===== src/rtl/wp_pkg.sv =====
package wp_pkg;
  typedef enum logic [1:0] {
    WP_BOOT = 2'd0,
    WP_SHUT = 2'd1,
    WP_OPEN = 2'd2
  } wp_state_e;
endpackage


===== src/rtl/wp_sec_timer.sv =====
module wp_sec_timer #(
  parameter int unsigned LIMIT = 2
) (
  input  logic clk,
  input  logic rst_n,
  input  logic clr,
  input  logic run,
  input  logic tick,
  output logic fire
);
  localparam int unsigned CW = (LIMIT > 1) ? $clog2(LIMIT) : 1;
  localparam logic [CW-1:0] LAST = CW'(LIMIT - 1);

  logic [CW-1:0] cnt;

  // fire on the tick that completes LIMIT counted ticks
  assign fire = run && tick && (cnt == LAST);

  always_ff @(posedge clk or negedge rst_n) begin
    if (!rst_n)            cnt <= '0;
    else if (clr)          cnt <= '0;
    else if (run && tick)  cnt <= fire ? '0 : cnt + 1'b1;
  end
endmodule


===== src/rtl/wp_key_seq.sv =====
module wp_key_seq #(
  parameter int unsigned   DW    = 8,
  parameter logic [DW-1:0] KEY_A = 8'h55,
  parameter logic [DW-1:0] KEY_B = 8'hAA
) (
  input  logic          clk,
  input  logic          rst_n,
  input  logic          armed,
  input  logic          stb,
  input  logic          is_key,
  input  logic [DW-1:0] data,
  output logic          unlock
);
  logic half;

  assign unlock = armed && stb && is_key && (data == KEY_B) && half;

  // any strobed write re-evaluates the first half; idle cycles hold it
  always_ff @(posedge clk or negedge rst_n) begin
    if (!rst_n)      half <= 1'b0;
    else if (!armed) half <= 1'b0;
    else if (stb)    half <= is_key && (data == KEY_A);
  end
endmodule


===== src/rtl/wp_guard.sv =====
module wp_guard
  import wp_pkg::*;
#(
  parameter int unsigned   AW          = 4,
  parameter int unsigned   DW          = 8,
  parameter logic [AW-1:0] KEY_ADDR    = 4'hF,
  parameter logic [AW-1:0] LOCK_ADDR   = 4'hE,
  parameter logic [DW-1:0] KEY_A       = 8'h55,
  parameter logic [DW-1:0] KEY_B       = 8'hAA,
  parameter int unsigned   BOOT_SECS   = 15,
  parameter int unsigned   RELOCK_SECS = 2
) (
  input  logic          clk,
  input  logic          rst_n,
  input  logic          sec_tick,
  input  logic          wr_stb,
  input  logic [AW-1:0] wr_addr,
  input  logic [DW-1:0] wr_data,
  input  logic          tamper_sw_en,
  output logic          wr_en_gate,
  output logic          locked,
  output logic          tamper_force
);
  wp_state_e st, st_nx;
  logic boot_done;
  logic is_key, is_lock, lock_cmd, unlock, boot_fire, win_fire;

  assign is_key     = (wr_addr == KEY_ADDR);
  assign is_lock    = (wr_addr == LOCK_ADDR);
  assign locked     = (st == WP_SHUT);
  assign lock_cmd   = wr_stb && is_lock && wr_data[0] && !locked;
  assign wr_en_gate = wr_stb && !locked && !is_key && !is_lock;

  wp_key_seq #(.DW(DW), .KEY_A(KEY_A), .KEY_B(KEY_B)) u_key (
    .clk(clk), .rst_n(rst_n), .armed(locked), .stb(wr_stb),
    .is_key(is_key), .data(wr_data), .unlock(unlock)
  );

  wp_sec_timer #(.LIMIT(BOOT_SECS)) u_boot (
    .clk(clk), .rst_n(rst_n), .clr(1'b0), .run(!boot_done),
    .tick(sec_tick), .fire(boot_fire)
  );

  wp_sec_timer #(.LIMIT(RELOCK_SECS)) u_win (
    .clk(clk), .rst_n(rst_n), .clr(unlock || lock_cmd), .run(st == WP_OPEN),
    .tick(sec_tick), .fire(win_fire)
  );

  always_comb begin
    st_nx = st;
    unique case (st)
      WP_BOOT: if (lock_cmd || boot_fire) st_nx = WP_SHUT;
      WP_SHUT: if (unlock)                st_nx = WP_OPEN;
      WP_OPEN: if (lock_cmd || win_fire)  st_nx = WP_SHUT;
      default:                            st_nx = WP_SHUT;
    endcase
  end

  always_ff @(posedge clk or negedge rst_n) begin
    if (!rst_n) begin
      st           <= WP_BOOT;
      boot_done    <= 1'b0;
      tamper_force <= 1'b0;
    end else begin
      st <= st_nx;
      if (boot_fire) begin
        boot_done <= 1'b1;
        if (!tamper_sw_en) tamper_force <= 1'b1;
      end
    end
  end
endmodule


===== config.mk =====
export PLATFORM = sky130hd
export DESIGN_NAME = wp_guard
export DESIGN_NICKNAME = d
export VERILOG_FILES = /design/src/rtl/wp_pkg.sv /design/src/rtl/wp_sec_timer.sv /design/src/rtl/wp_key_seq.sv /design/src/rtl/wp_guard.sv
export SDC_FILE = /design/constraint.sdc
export NUM_CORES = 1
export LEC_CHECK = 0
export ABC_AREA = 1
export CAP_MARGIN = 10
export CORE_UTILIZATION = 49
export DETAILED_ROUTE_END_ITERATION = 7
export GPL_TIMING_DRIVEN = 0
export PLACE_DENSITY_LB_ADDON = 0.15
export SYNTH_ARGS = -nofsm -noshare
export SYNTH_HDL_FRONTEND = slang
export SYNTH_HIERARCHICAL = 1
export SYNTH_SLANG_ARGS = --single-unit

===== constraint.sdc =====
create_clock -name clk -period 1.9 [get_ports clk]
set_input_delay 0.38 -clock clk [delete_from_list [all_inputs] [get_ports clk]]
set_output_delay 0.38 -clock clk [all_outputs]
set_load 0.02 [all_outputs]

==> Word-level counts from Yosys, hierarchy flattened <==
Cells that the tools add are included.
{ "totals": {"register_bits": 10, "input_bits": 17} }
{ "classes": {"n_addsub": 2, "eq_ne": 11, "n_mux": 10, "bitwise_logic": 1, "n_reduce_logical": 26} }
{ "ops": {"columns": ["cell", "count"], "rows": [
  ["$logic_and A1 B1 Y1", 15],
  ["$eq A4 B4 Y1 const B", 3],
  ["$eq A8 B7 Y1 const B", 1],
  ["$eq A8 B8 Y1 const B", 1],
  ["$ne A2 B2 Y1 const B", 4],
  ["$mux W2", 3],
  ["$pmux W2 S3", 1],
  ["$mux W1", 5],
  ["$add A4 B1 Y4 const B", 1],
  ["$logic_not A1 Y1", 4],
  ["$mux W4", 1],
  ["$logic_or A1 B1 Y1", 3],
  ["$reduce_and A3 Y1", 1],
  ["$eq A2 B1 Y1 const B", 1],
  ["$eq A2 B2 Y1 const B", 1],
  ["$logic_not A2 Y1", 1],
  ["$reduce_and A2 Y1", 1],
  ["$reduce_bool A2 Y1", 1],
  ["$add A1 B1 Y1 const B", 1],
  ["$not A1 Y1", 1]
]} }

==> Depth between registers and ports, before layout <==
Gate-level depths: netlist of run 1.
{ "depth": {"depth_word": 7, "ltp_mapped": 12, "depth_no_buf": 12} }

==> Modules after synthesis <==
Netlist of run 1, hierarchy kept.
{ "by_module_without_submodules": {"columns": ["module", "n_inst", "cells_per_inst", "area_per_inst_um2"], "rows": [
  ["wp_sec_timer (u_boot)", 1, 40, 266.5],
  ["wp_guard", 1, 35, 239.0],
  ["wp_key_seq", 1, 24, 126.4],
  ["wp_sec_timer (u_win)", 1, 10, 60.1]
]} }

==> Worst setup path after synthesis of run 1 <==
Ideal clock, no wire load.
{ "synth_path": {"path_kind": "register -> register", "start": "reg st[0]", "end": "reg u_win.cnt", "setup_ps": 116, "arrival_time_ps": 1372, "slack_ps": 411, "path_stages_with_launch": 12, "n_path_buf": 0, "synth_period_minus_slack_ps": 1489, "path_cell_list": "dfrtp_1 inv_2 nor2_2 nand2_1 nor2_2 nand3_2 nor2_2 inv_1 nand2_1 inv_1 nand3_1 nand2_1"} }
{ "synth_between": {"elab_chain_len": 7} }
{ "synth_lines": {"columns": ["element", "line", "text"], "rows": [
  ["start: declaration", "wp_guard.sv:24", "wp_state_e st, st_nx;"],
  ["start signal: assignment", "wp_guard.sv:65", "st <= st_nx;"],
  ["$eq A2 B1 Y1 *", "wp_guard.sv:30", "assign locked = (st == WP_SHUT);"],
  ["named net locked", "wp_guard.sv:21", "output logic locked,"],
  ["$logic_and A1 B1 Y1 * (4 in a row)", "wp_key_seq.sv:16", "assign unlock = armed && stb && is_key && (data == KEY_B) && half;"],
  ["named net unlock", "wp_guard.sv:26", "logic is_key, is_lock, lock_cmd, unlock, boot_fire, win_fire;"],
  ["$logic_or A1 B1 Y1 *", "wp_guard.sv:45", ".clk(clk), .rst_n(rst_n), .clr(unlock || lock_cmd), .run(st == WP_OPEN),"],
  ["$mux W1 / $reduce_bool A2 Y1 (equally long branches)", null, null],
  ["end signal: assignment", "wp_sec_timer.sv:22", "else if (run && tick) cnt <= fire ? '0 : cnt + 1'b1;"],
  ["end: declaration", "wp_sec_timer.sv:14", "logic [CW-1:0] cnt;"]
]} }
The timed path passes the listed nets; every way through them passes the cells marked *. The select of a mux whose other input is x is not followed.
A chain may end at the register's enable or synchronous reset.

==> Worst setup path after layout of run 1 <==
{ "layout_path": {"start": "in wr_addr[3]", "end": "out wr_en_gate"} }
{ "layout_between": {"elab_chain_len": 4} }
{ "layout_lines": {"columns": ["element", "line", "text"], "rows": [
  ["start: declaration", "wp_guard.sv:17", "input logic [AW-1:0] wr_addr,"],
  ["$eq A4 B4 Y1", "wp_guard.sv:28", "assign is_key = (wr_addr == KEY_ADDR);"],
  ["$logic_not A1 Y1", "wp_guard.sv:32", "assign wr_en_gate = wr_stb && !locked && !is_key && !is_lock;"],
  ["$logic_and A1 B1 Y1", "wp_guard.sv:32", null],
  ["$logic_and A1 B1 Y1 *", "wp_guard.sv:32", null],
  ["end: declaration", "wp_guard.sv:20", "output logic wr_en_gate,"]
]} }
Mark *: on every way between the ends. The rest lies on a longest branch, timed or not.

==> results of run 1 <==
registers in the layout (all words and copies together) (netlist names):
name,cells
u_boot/cnt,4
st,2
boot_done,1
tamper_force,1
u_key/half,1
u_win/cnt,1
what timing repair did:
| item | CTS | global route |
|---|---|---|
| hold buffers | 0 | 0 |
| endpoints found under the setup margin | 2 | 1 |
| endpoints found under the hold margin | 0 | 0 |
| pin swaps | 0 | 0 |
| resized for setup | 2 | 1 |
cell families after synthesis:
kind of cell / count (synthesis)
AND/OR/NAND/NOR: 70
AO/OA/AOI/OAI: 3
other: 1
buffers and inverters: 23
adder cells (fa/ha/maj): 2
flip-flops: 10
cells in the final DEF, fill, tap and decap left out:
master                            synthesis  final
sky130_fd_sc_hd__nand2_2                  2      2
sky130_fd_sc_hd__nand3_2                  1      1
sky130_fd_sc_hd__nand2_1                 38     38
sky130_fd_sc_hd__nand4_1                  1      1
sky130_fd_sc_hd__nor2_4                   0      1
sky130_fd_sc_hd__clkdlybuf4s50_1          0     17
sky130_fd_sc_hd__ha_1                     2      2
sky130_fd_sc_hd__conb_1                   1      1
sky130_fd_sc_hd__o21bai_1                 1      1
sky130_fd_sc_hd__nor2_2                   6      5
sky130_fd_sc_hd__a21oi_1                  1      1
sky130_fd_sc_hd__nor2_1                  11     11
sky130_fd_sc_hd__nand3_1                 10     10
sky130_fd_sc_hd__clkbuf_4                 0      3
sky130_fd_sc_hd__inv_1                   18     18
sky130_fd_sc_hd__dfrtp_1                 10     10
sky130_fd_sc_hd__a21boi_1                 1      1
sky130_fd_sc_hd__and3_1                   1      1
sky130_fd_sc_hd__dlygate4sd2_1            0      2
sky130_fd_sc_hd__inv_2                    5      5
report_power, final:
group	leakage (nW)	internal [mW]	switching, mW	total, mW
clock	0.0138	0.0729	0.0664	0.139
sequential	0.129	0.223	0.0101	0.233
combinational	0.360	0.0593	0.0602	0.120
worst max-delay path: stages:
cell and delay, ps:
sky130_fd_sc_hd__clkdlybuf4s50_1 450, sky130_fd_sc_hd__nand3_1 110, sky130_fd_sc_hd__and3_1 190, sky130_fd_sc_hd__dlygate4sd2_1 310
metrics by stage:
step                      cells  util (%)  area (sq um)
after CTS                   146      70.8           921
final                       146      71.2           926
after global placement      143      69.2           901
after detailed placement    143      69.2           901
after global routing        146      71.2           926
after floorplan             109         -           692
layout make-up:
cell class              instances  area, sq um  share of cell area, %
clock buffers                   3         22.5                   2.43
inverters                      23         86.3                   9.32
multi-input cells              76          360                   38.9
flip-flops and latches         10          250                   27.0
well taps                      15         18.8                   2.03
repair buffers                 19          188                   20.3
metal layers:
metal,vias to the layer above,track usage [%],part of all wire [%]
met3,2,6.82,5.1
met1,291,22.8,44
met4,0,10.3,0.96
met2,14,36.1,50
met5,-,0,0
li1,366,-,-
final timing paths:
path                                             end             startpoint
max reg2reg                    u_win/cnt$_DFFE_PN0P_      st[0]$_DFFE_PN0P_
min reg2reg                    boot_done$_DFFE_PN0P_  boot_done$_DFFE_PN0P_
min in group clk               boot_done$_DFFE_PN0P_  boot_done$_DFFE_PN0P_
max in group asynchronous          st[0]$_DFFE_PN0P_                  rst_n
max                                       wr_en_gate             wr_addr[3]
min                        u_boot/cnt[3]$_DFFE_PN0P_                  rst_n
==> out/summary.json, run 1 <==
{
  "floorplanning": {
    "chipHeight_um": 39.6,
    "die_area_sq_um": 1570,
    "rows": 13,
    "num_io_pins": 20,
    "die_width_um": 39.6,
    "core_area_sq_um": 1300,
    "starting_density_pct": 53.2
  },
  "placement": {
    "portBuffers": 19,
    "place_ws_ps": -154,
    "globalplace.congestion": 0.775,
    "hpwl_um": 1120
  },
  "grt": {
    "groute.usage.overall_pct": 21.0,
    "via_count_of_the_first_global_routing_pass": 540,
    "antenna_found_initial": 0,
    "grt_first_pass_wirelength_um": 2080,
    "largest_net_degree_at_the_start_of_global_routing": 11,
    "grt-ovfl-total": 0
  },
  "worst_setup_path": {
    "timing.critical_path.fanout_max": 3,
    "reg2reg_depth": 11,
    "worst_ep_arrival_time_ps": 1440,
    "criticalPathCategory": "input port to output pin",
    "timing.critical_path.from_type": "input port",
    "worst-endpoint-required_ps": 1520,
    "worst_setup_path_end_kind": "output pin",
    "rrSetupSlack_ps": 450
  },
  "yosys": {
    "synthFlopType": "sky130_fd_sc_hd__dfrtp_1",
    "synth_fa_ha_area_share_pct": 3.62,
    "synth_sequential_area_ratio_pct": 36.2,
    "synth_top_cells_by_count": "sky130_fd_sc_hd__nand2_1, sky130_fd_sc_hd__inv_1, sky130_fd_sc_hd__nor2_1, sky130_fd_sc_hd__dfrtp_1, sky130_fd_sc_hd__nand3_1",
    "netlist-cell-type-count": 16,
    "fraction_of_the_mapped_netlist_area_in_simple_logic_gates_pct": 44.3,
    "postSynthCellCount": 109,
    "synth.largest_area_cell": "sky130_fd_sc_hd__dfrtp_1",
    "post_synth.cell_area_avg_sq_um": 6.35,
    "yosysWarningCount": 6,
    "async_reset_ff_share_pct": 100,
    "yosys.area_share.xor_xnor_pct": 0,
    "main_combinational_cell_family_by_area_after_synthesis": "simple AND/OR/NAND/NOR gates",
    "synth-edff-count": 0,
    "synth-compound-area-share_pct": 2.89,
    "synth.cell_area_sq_um": 692,
    "yosysTopAreaCellShare_pct": 36.2,
    "ys_ff_latch": 10,
    "synth_mux_area_share_pct": 0,
    "synth.most_common_cell": "sky130_fd_sc_hd__nand2_1",
    "synth_area_leaders": "sky130_fd_sc_hd__dfrtp_1, sky130_fd_sc_hd__nand2_1, sky130_fd_sc_hd__inv_1",
    "synth_fp_nets": 128
  },
  "timing": {
    "post-route-period-util_pct": 96.0,
    "setup_slack_ps": 75.7,
    "timing.fmax_mhz": 548,
    "finalCriticalPeriod_ps": 1820,
    "setup_viol": 0,
    "report.final.slew_viol_count": 0,
    "worst_clock_skew_ps": 5.01,
    "hold_slack_ps": 432,
    "tns_setup_ps": 0,
    "rsz0062_at_grt": "false",
    "timing.final.hold_violations": 0
  },
  "clocking": {
    "cts_buffer_count": 3,
    "clock_latency_ps": 260,
    "postCtsSetupBuffers": 0,
    "htree_levels": 1,
    "cts.reportedPaths.clkPinSlew_ps": 60,
    "tritoncts": "yes",
    "clkSinkCount": 10,
    "longest_clk_path_bufs": 2,
    "clock-root-buffer": "sky130_fd_sc_hd__clkbuf_4"
  },
  "finish": {
    "fillCellCount": 113,
    "diodes": 0,
    "num-nets-final": 152,
    "drive_above_1_share_pct": 13.0,
    "area_growth_pct": 33.8
  },
  "min_path": {
    "hp-class": "input port to async pin"
  },
  "power_and_ir_drop": {
    "leakage_nw": 0.503,
    "finalPower_uw": 492,
    "irDropWorstVdd_uv": 409,
    "powerDensity_nw_per_um2": 531
  },
  "run": {
    "maxCapViolCount": 0
  },
  "detailed_routing": {
    "final_antenna_net_count": 0,
    "drtPass1Iterations": 4,
    "drt_first_iter_violations": 13,
    "route.final.wire_length_um": 1360,
    "viasPerCell": 4.61,
    "routed_wirelength_normalized_by_instance_count_um": 9.32,
    "drc": 0,
    "via_total_after_detailed_routing": 673
  },
  "outcome": {
    "outcome": "completed"
  }
}
(Power assumes the default switching activity.)
==> run 2: changes to the inputs <==
--- a/config.mk
+++ b/config.mk
@@ -5,10 +5,10 @@
 export SDC_FILE = /design/constraint.sdc
 export NUM_CORES = 1
 export LEC_CHECK = 0
-export ABC_AREA = 1
 export CAP_MARGIN = 10
-export CORE_UTILIZATION = 49
+export CORE_UTILIZATION = 47
 export DETAILED_ROUTE_END_ITERATION = 7
+export GPL_ROUTABILITY_DRIVEN = 0
 export GPL_TIMING_DRIVEN = 0
 export PLACE_DENSITY_LB_ADDON = 0.15
 export SYNTH_ARGS = -nofsm -noshare
==> run 2 against run 1 <==
Net effect: die area is 6.5% lower; global-route usage up 1.0 points; cell count decreased by 27%; worst hold slack gained 8.0 ps; area after synthesis fell by 11%; fmax up 0.80%; clock skew decreased by 2.0 ps; combinational power decreased by 17%.
==> out/summary.json, run 2 <==
{
  "finish": {
    "area_growth": {"value": 40.3, "unit": "%", "change": "was 33.8%"},
    "most_flops_register": {"value": "u_boot/cnt", "change": "unchanged"},
    "final_common_cell": {"value": "sky130_fd_sc_hd__clkdlybuf4s50_1", "change": "was sky130_fd_sc_hd__nand2_1"},
    "num-nets-final": {"value": 113, "change": "was 152"},
    "postLayoutCoreUtil": {"value": 74.0, "unit": "%", "change": "was 71.2%"},
    "stdcell_count": {"value": 106, "change": "was 146"},
    "drive_above_1_share": {"value": 9.78, "unit": "%", "change": "was 13.0%"},
    "number_of_flip_flops_under_the_largest_register_name": {"value": 4, "change": "unchanged"},
    "layout_common_cells": {"value": "sky130_fd_sc_hd__clkdlybuf4s50_1, sky130_fd_sc_hd__dfrtp_1, sky130_fd_sc_hd__nand2_1", "change": "was sky130_fd_sc_hd__nand2_1, sky130_fd_sc_hd__inv_1, sky130_fd_sc_hd__clkdlybuf4s50_1, sky130_fd_sc_hd__nor2_1"},
    "diodes": {"value": 0, "change": "unchanged"},
    "largest_registers": {"value": "u_boot/cnt: 4 flops, st: 2 flops", "change": "unchanged"}
  },
  "timing": {
    "report.final.slew_viol_count": {"value": 0, "change": "unchanged"},
    "worst_clock_skew": {"value": 2.97, "unit": "ps", "change": "was 5.01 ps"},
    "rsz0062_at_grt": {"value": "false", "change": "unchanged"},
    "post-route-period-util": {"value": 95.3, "unit": "%", "change": "was 96.0%"},
    "timing.fmax": {"value": 553, "unit": "MHz", "change": "was 548 MHz"},
    "setup_slack": {"value": 90.1, "unit": "ps", "change": "was 75.7 ps"},
    "timing.final.hold_violations": {"value": 0, "change": "unchanged"},
    "tns_setup": {"value": 0, "unit": "ps", "change": "unchanged"},
    "finalCriticalPeriod": {"value": 1810, "unit": "ps", "change": "was 1820 ps"},
    "setup_viol": {"value": 0, "change": "unchanged"}
  },
  "clocking": {
    "tritoncts": {"value": "yes", "change": "unchanged"},
    "hold_buffers": {"value": 0, "change": "unchanged"},
    "cts.reportedPaths.clkPinSlew": {"value": 60, "unit": "ps", "change": "about the same"},
    "clkSinkCount": {"value": 10, "change": "unchanged"},
    "htree_levels": {"value": 1, "change": "unchanged"},
    "postCtsSetupBuffers": {"value": 0, "change": "unchanged"},
    "clock-root-buffer": {"value": "sky130_fd_sc_hd__clkbuf_4", "change": "unchanged"},
    "clock_latency": {"value": 250, "unit": "ps", "change": "was 260 ps"},
    "cts_buffer_count": {"value": 3, "change": "unchanged"},
    "longest_clk_path_bufs": {"value": 2, "change": "unchanged"},
    "cts_resized": {"value": 2, "change": "unchanged"}
  },
  "floorplanning": {
    "die_area": {"value": 1460, "unit": "sq um", "change": "was 1570 sq um"},
    "starting_density": {"value": 52.8, "unit": "%", "change": "was 53.2%"},
    "chipHeight": {"value": 38.3, "unit": "um", "change": "was 39.6 um"},
    "rows": {"value": 12, "change": "was 13"},
    "die_width": {"value": 38.3, "unit": "um", "change": "was 39.6 um"},
    "core_area": {"value": 1170, "unit": "sq um", "change": "was 1300 sq um"},
    "num_io_pins": {"value": 20, "change": "unchanged"}
  },
  "grt": {
    "antenna_found_initial": {"value": 0, "change": "unchanged"},
    "grt-ovfl-total": {"value": 0, "change": "unchanged"},
    "via_count_of_the_first_global_routing_pass": {"value": 571, "change": "was 540"},
    "groute.usage.overall": {"value": 22.0, "unit": "%", "change": "was 21.0%"},
    "largest_net_degree_at_the_start_of_global_routing": {"value": 11, "change": "unchanged"},
    "grt_first_pass_wirelength": {"value": 2200, "unit": "um", "change": "was 2080 um"}
  },
  "yosys": {
    "synth_area_leaders": {"value": "sky130_fd_sc_hd__dfrtp_1, sky130_fd_sc_hd__nand4bb_1, sky130_fd_sc_hd__nand2_1", "change": "was sky130_fd_sc_hd__dfrtp_1, sky130_fd_sc_hd__nand2_1, sky130_fd_sc_hd__inv_1"},
    "synth_sequential_area_ratio": {"value": 40.5, "unit": "%", "change": "was 36.2%"},
    "synth.largest_area_cell": {"value": "sky130_fd_sc_hd__dfrtp_1", "change": "unchanged"},
    "ys_ff_latch": {"value": 10, "change": "unchanged"},
    "synthFlopType": {"value": "sky130_fd_sc_hd__dfrtp_1", "change": "unchanged"},
    "post_synth.cell_area_avg": {"value": 9.23, "unit": "sq um", "change": "was 6.35 sq um"},
    "synth_top_cells_by_count": {"value": "sky130_fd_sc_hd__dfrtp_1, sky130_fd_sc_hd__nand2_1, sky130_fd_sc_hd__a21oi_1, sky130_fd_sc_hd__nand3_1", "change": "was sky130_fd_sc_hd__nand2_1, sky130_fd_sc_hd__inv_1, sky130_fd_sc_hd__nor2_1, sky130_fd_sc_hd__dfrtp_1, sky130_fd_sc_hd__nand3_1"},
    "synth.cell_area": {"value": 618, "unit": "sq um", "change": "was 692 sq um"},
    "synth.most_common_cell": {"value": "sky130_fd_sc_hd__dfrtp_1", "change": "was sky130_fd_sc_hd__nand2_1"},
    "synth-edff-count": {"value": 0, "change": "unchanged"},
    "postSynthCellCount": {"value": 67, "change": "was 109"},
    "netlist-cell-type-count": {"value": 33, "change": "was 16"},
    "yosysTopAreaCellShare": {"value": 40.5, "unit": "%", "change": "was 36.2%"},
    "yosysWarningCount": {"value": 6, "change": "unchanged"},
    "async_reset_ff_share": {"value": 100, "unit": "%", "change": "unchanged"}
  },
  "placement": {
    "hpwl": {"value": 1070, "unit": "um", "change": "was 1120 um"},
    "place_ws": {"value": -249, "unit": "ps", "change": "was -154 ps"},
    "portBuffers": {"value": 19, "change": "unchanged"},
    "dpl.cell_count": {"value": 103, "change": "was 143"}
  },
  "detailed_routing": {
    "drc": {"value": 0, "change": "unchanged"},
    "viasPerCell": {"value": 5.39, "change": "was 4.61"},
    "route.final.wire_length": {"value": 1360, "unit": "um", "change": "about the same"},
    "final_antenna_net_count": {"value": 0, "change": "unchanged"},
    "drt_first_iter_violations": {"value": 4, "change": "was 13"},
    "drtPass1Iterations": {"value": 4, "change": "unchanged"},
    "routed_wirelength_normalized_by_instance_count": {"value": 12.8, "unit": "um", "change": "was 9.32 um"},
    "via_total_after_detailed_routing": {"value": 571, "change": "was 673"}
  },
  "power_and_ir_drop": {
    "leakage": {"value": 0.380, "unit": "nW", "change": "was 0.503 nW"},
    "powerDensity": {"value": 539, "unit": "nW/um^2", "change": "was 531 nW/um^2"},
    "irDropWorstVdd": {"value": 398, "unit": "uV", "change": "was 409 uV"},
    "finalPower": {"value": 467, "unit": "uW", "change": "was 492 uW"}
  },
  "outcome": {
    "outcome": {"value": "completed", "change": "unchanged"}
  },
  "worst_setup_path": {
    "worst_ep_arrival_time": {"value": 1430, "unit": "ps", "change": "was 1440 ps"},
    "worst-endpoint-required": {"value": 1520, "unit": "ps", "change": "about the same"},
    "criticalPathCategory": {"value": "input port to output pin", "change": "unchanged"},
    "timing.critical_path.from_type": {"value": "input port", "change": "unchanged"},
    "worst_setup_path_end_kind": {"value": "output pin", "change": "unchanged"},
    "timing.critical_path.fanout_max": {"value": 5, "change": "was 3"}
  },
  "run": {
    "maxCapViolCount": {"value": 0, "change": "unchanged"}
  },
  "min_path": {
    "hp-class": {"value": "input port to async pin", "change": "unchanged"}
  }
}
-- run 2: final timing paths --
kind | startpoint | to | slack, ps | depth (start not counted)
worst min-delay path | rst_n | u_boot/cnt[2]$_DFFE_PN0P_ | 440 | 1
max in group asynchronous | rst_n | u_win/cnt$_DFFE_PN0P_ | 1150 | 1
min in group clk | tamper_force$_DFFE_PN0P_ | tamper_force$_DFFE_PN0P_ | 460 | 1
worst max register to register | st[1]$_DFFE_PN0P_ | st[0]$_DFFE_PN0P_ | 400 | 5
worst max-delay path | wr_addr[3] | wr_en_gate | 90 | 4
worst min register to register | tamper_force$_DFFE_PN0P_ | tamper_force$_DFFE_PN0P_ | 460 | 1
-- run 2: power by group --
group / leakage (nW) / internal (mW) / switching [mW]
logic: 0.230 / 0.0546 / 0.0457
registers: 0.136 / 0.221 / 0.00934
clock network: 0.0138 / 0.0728 / 0.0640
-- run 2: metrics by stage --
stage	hold slack (ps)	instance area (sq um)
2_1_floorplan	84.4	629
3_3_place_gp	439	837
3_5_place_dp	444	837
4_1_cts	457	857
5_1_grt	469	867
6_report	440	867
-- run 2: cell type report --
type	count	area, sq um
fillers	99	304
inverters	3	11.3
flip-flops and latches	10	250
clock buffers	3	22.5
multi-input cells	57	374
repair buffers	19	191
well taps	14	17.5
-- run 2: critical path, cell delays in order --
cell and delay [ps]:
sky130_fd_sc_hd__clkdlybuf4s50_1 460, sky130_fd_sc_hd__and3_1 240, sky130_fd_sc_hd__nor2_1 70, sky130_fd_sc_hd__clkdlybuf4s15_1 280
-- run 2: kinds of logic (layout without fill, tap and decap cells) --
group / count (synthesis) / in the layout / synth area share, %
AOI/OAI and AO/OA: 13 / 13 / 15.4
other: 1 / 4 / 0.607
and+or+nand+nor: 38 / 38 / 37.7
adders and majority gates: 2 / 2 / 4.05
DFF: 10 / 10 / 40.5
buffers and inverters: 3 / 25 / 1.82
-- run 2: per-layer routing --
metal | GRT usage (%) | share of wire (%) | routed length (um) | vias up
met1 | 25.1 | 45 | 613 | 260
met2 | 37.7 | 47 | 638 | 18
met3 | 5.23 | 6.9 | 94 | 2
li1 | - | - | - | 291
met4 | 11.6 | 0.74 | 10 | 0
met5 | 0 | 0 | 0 | -
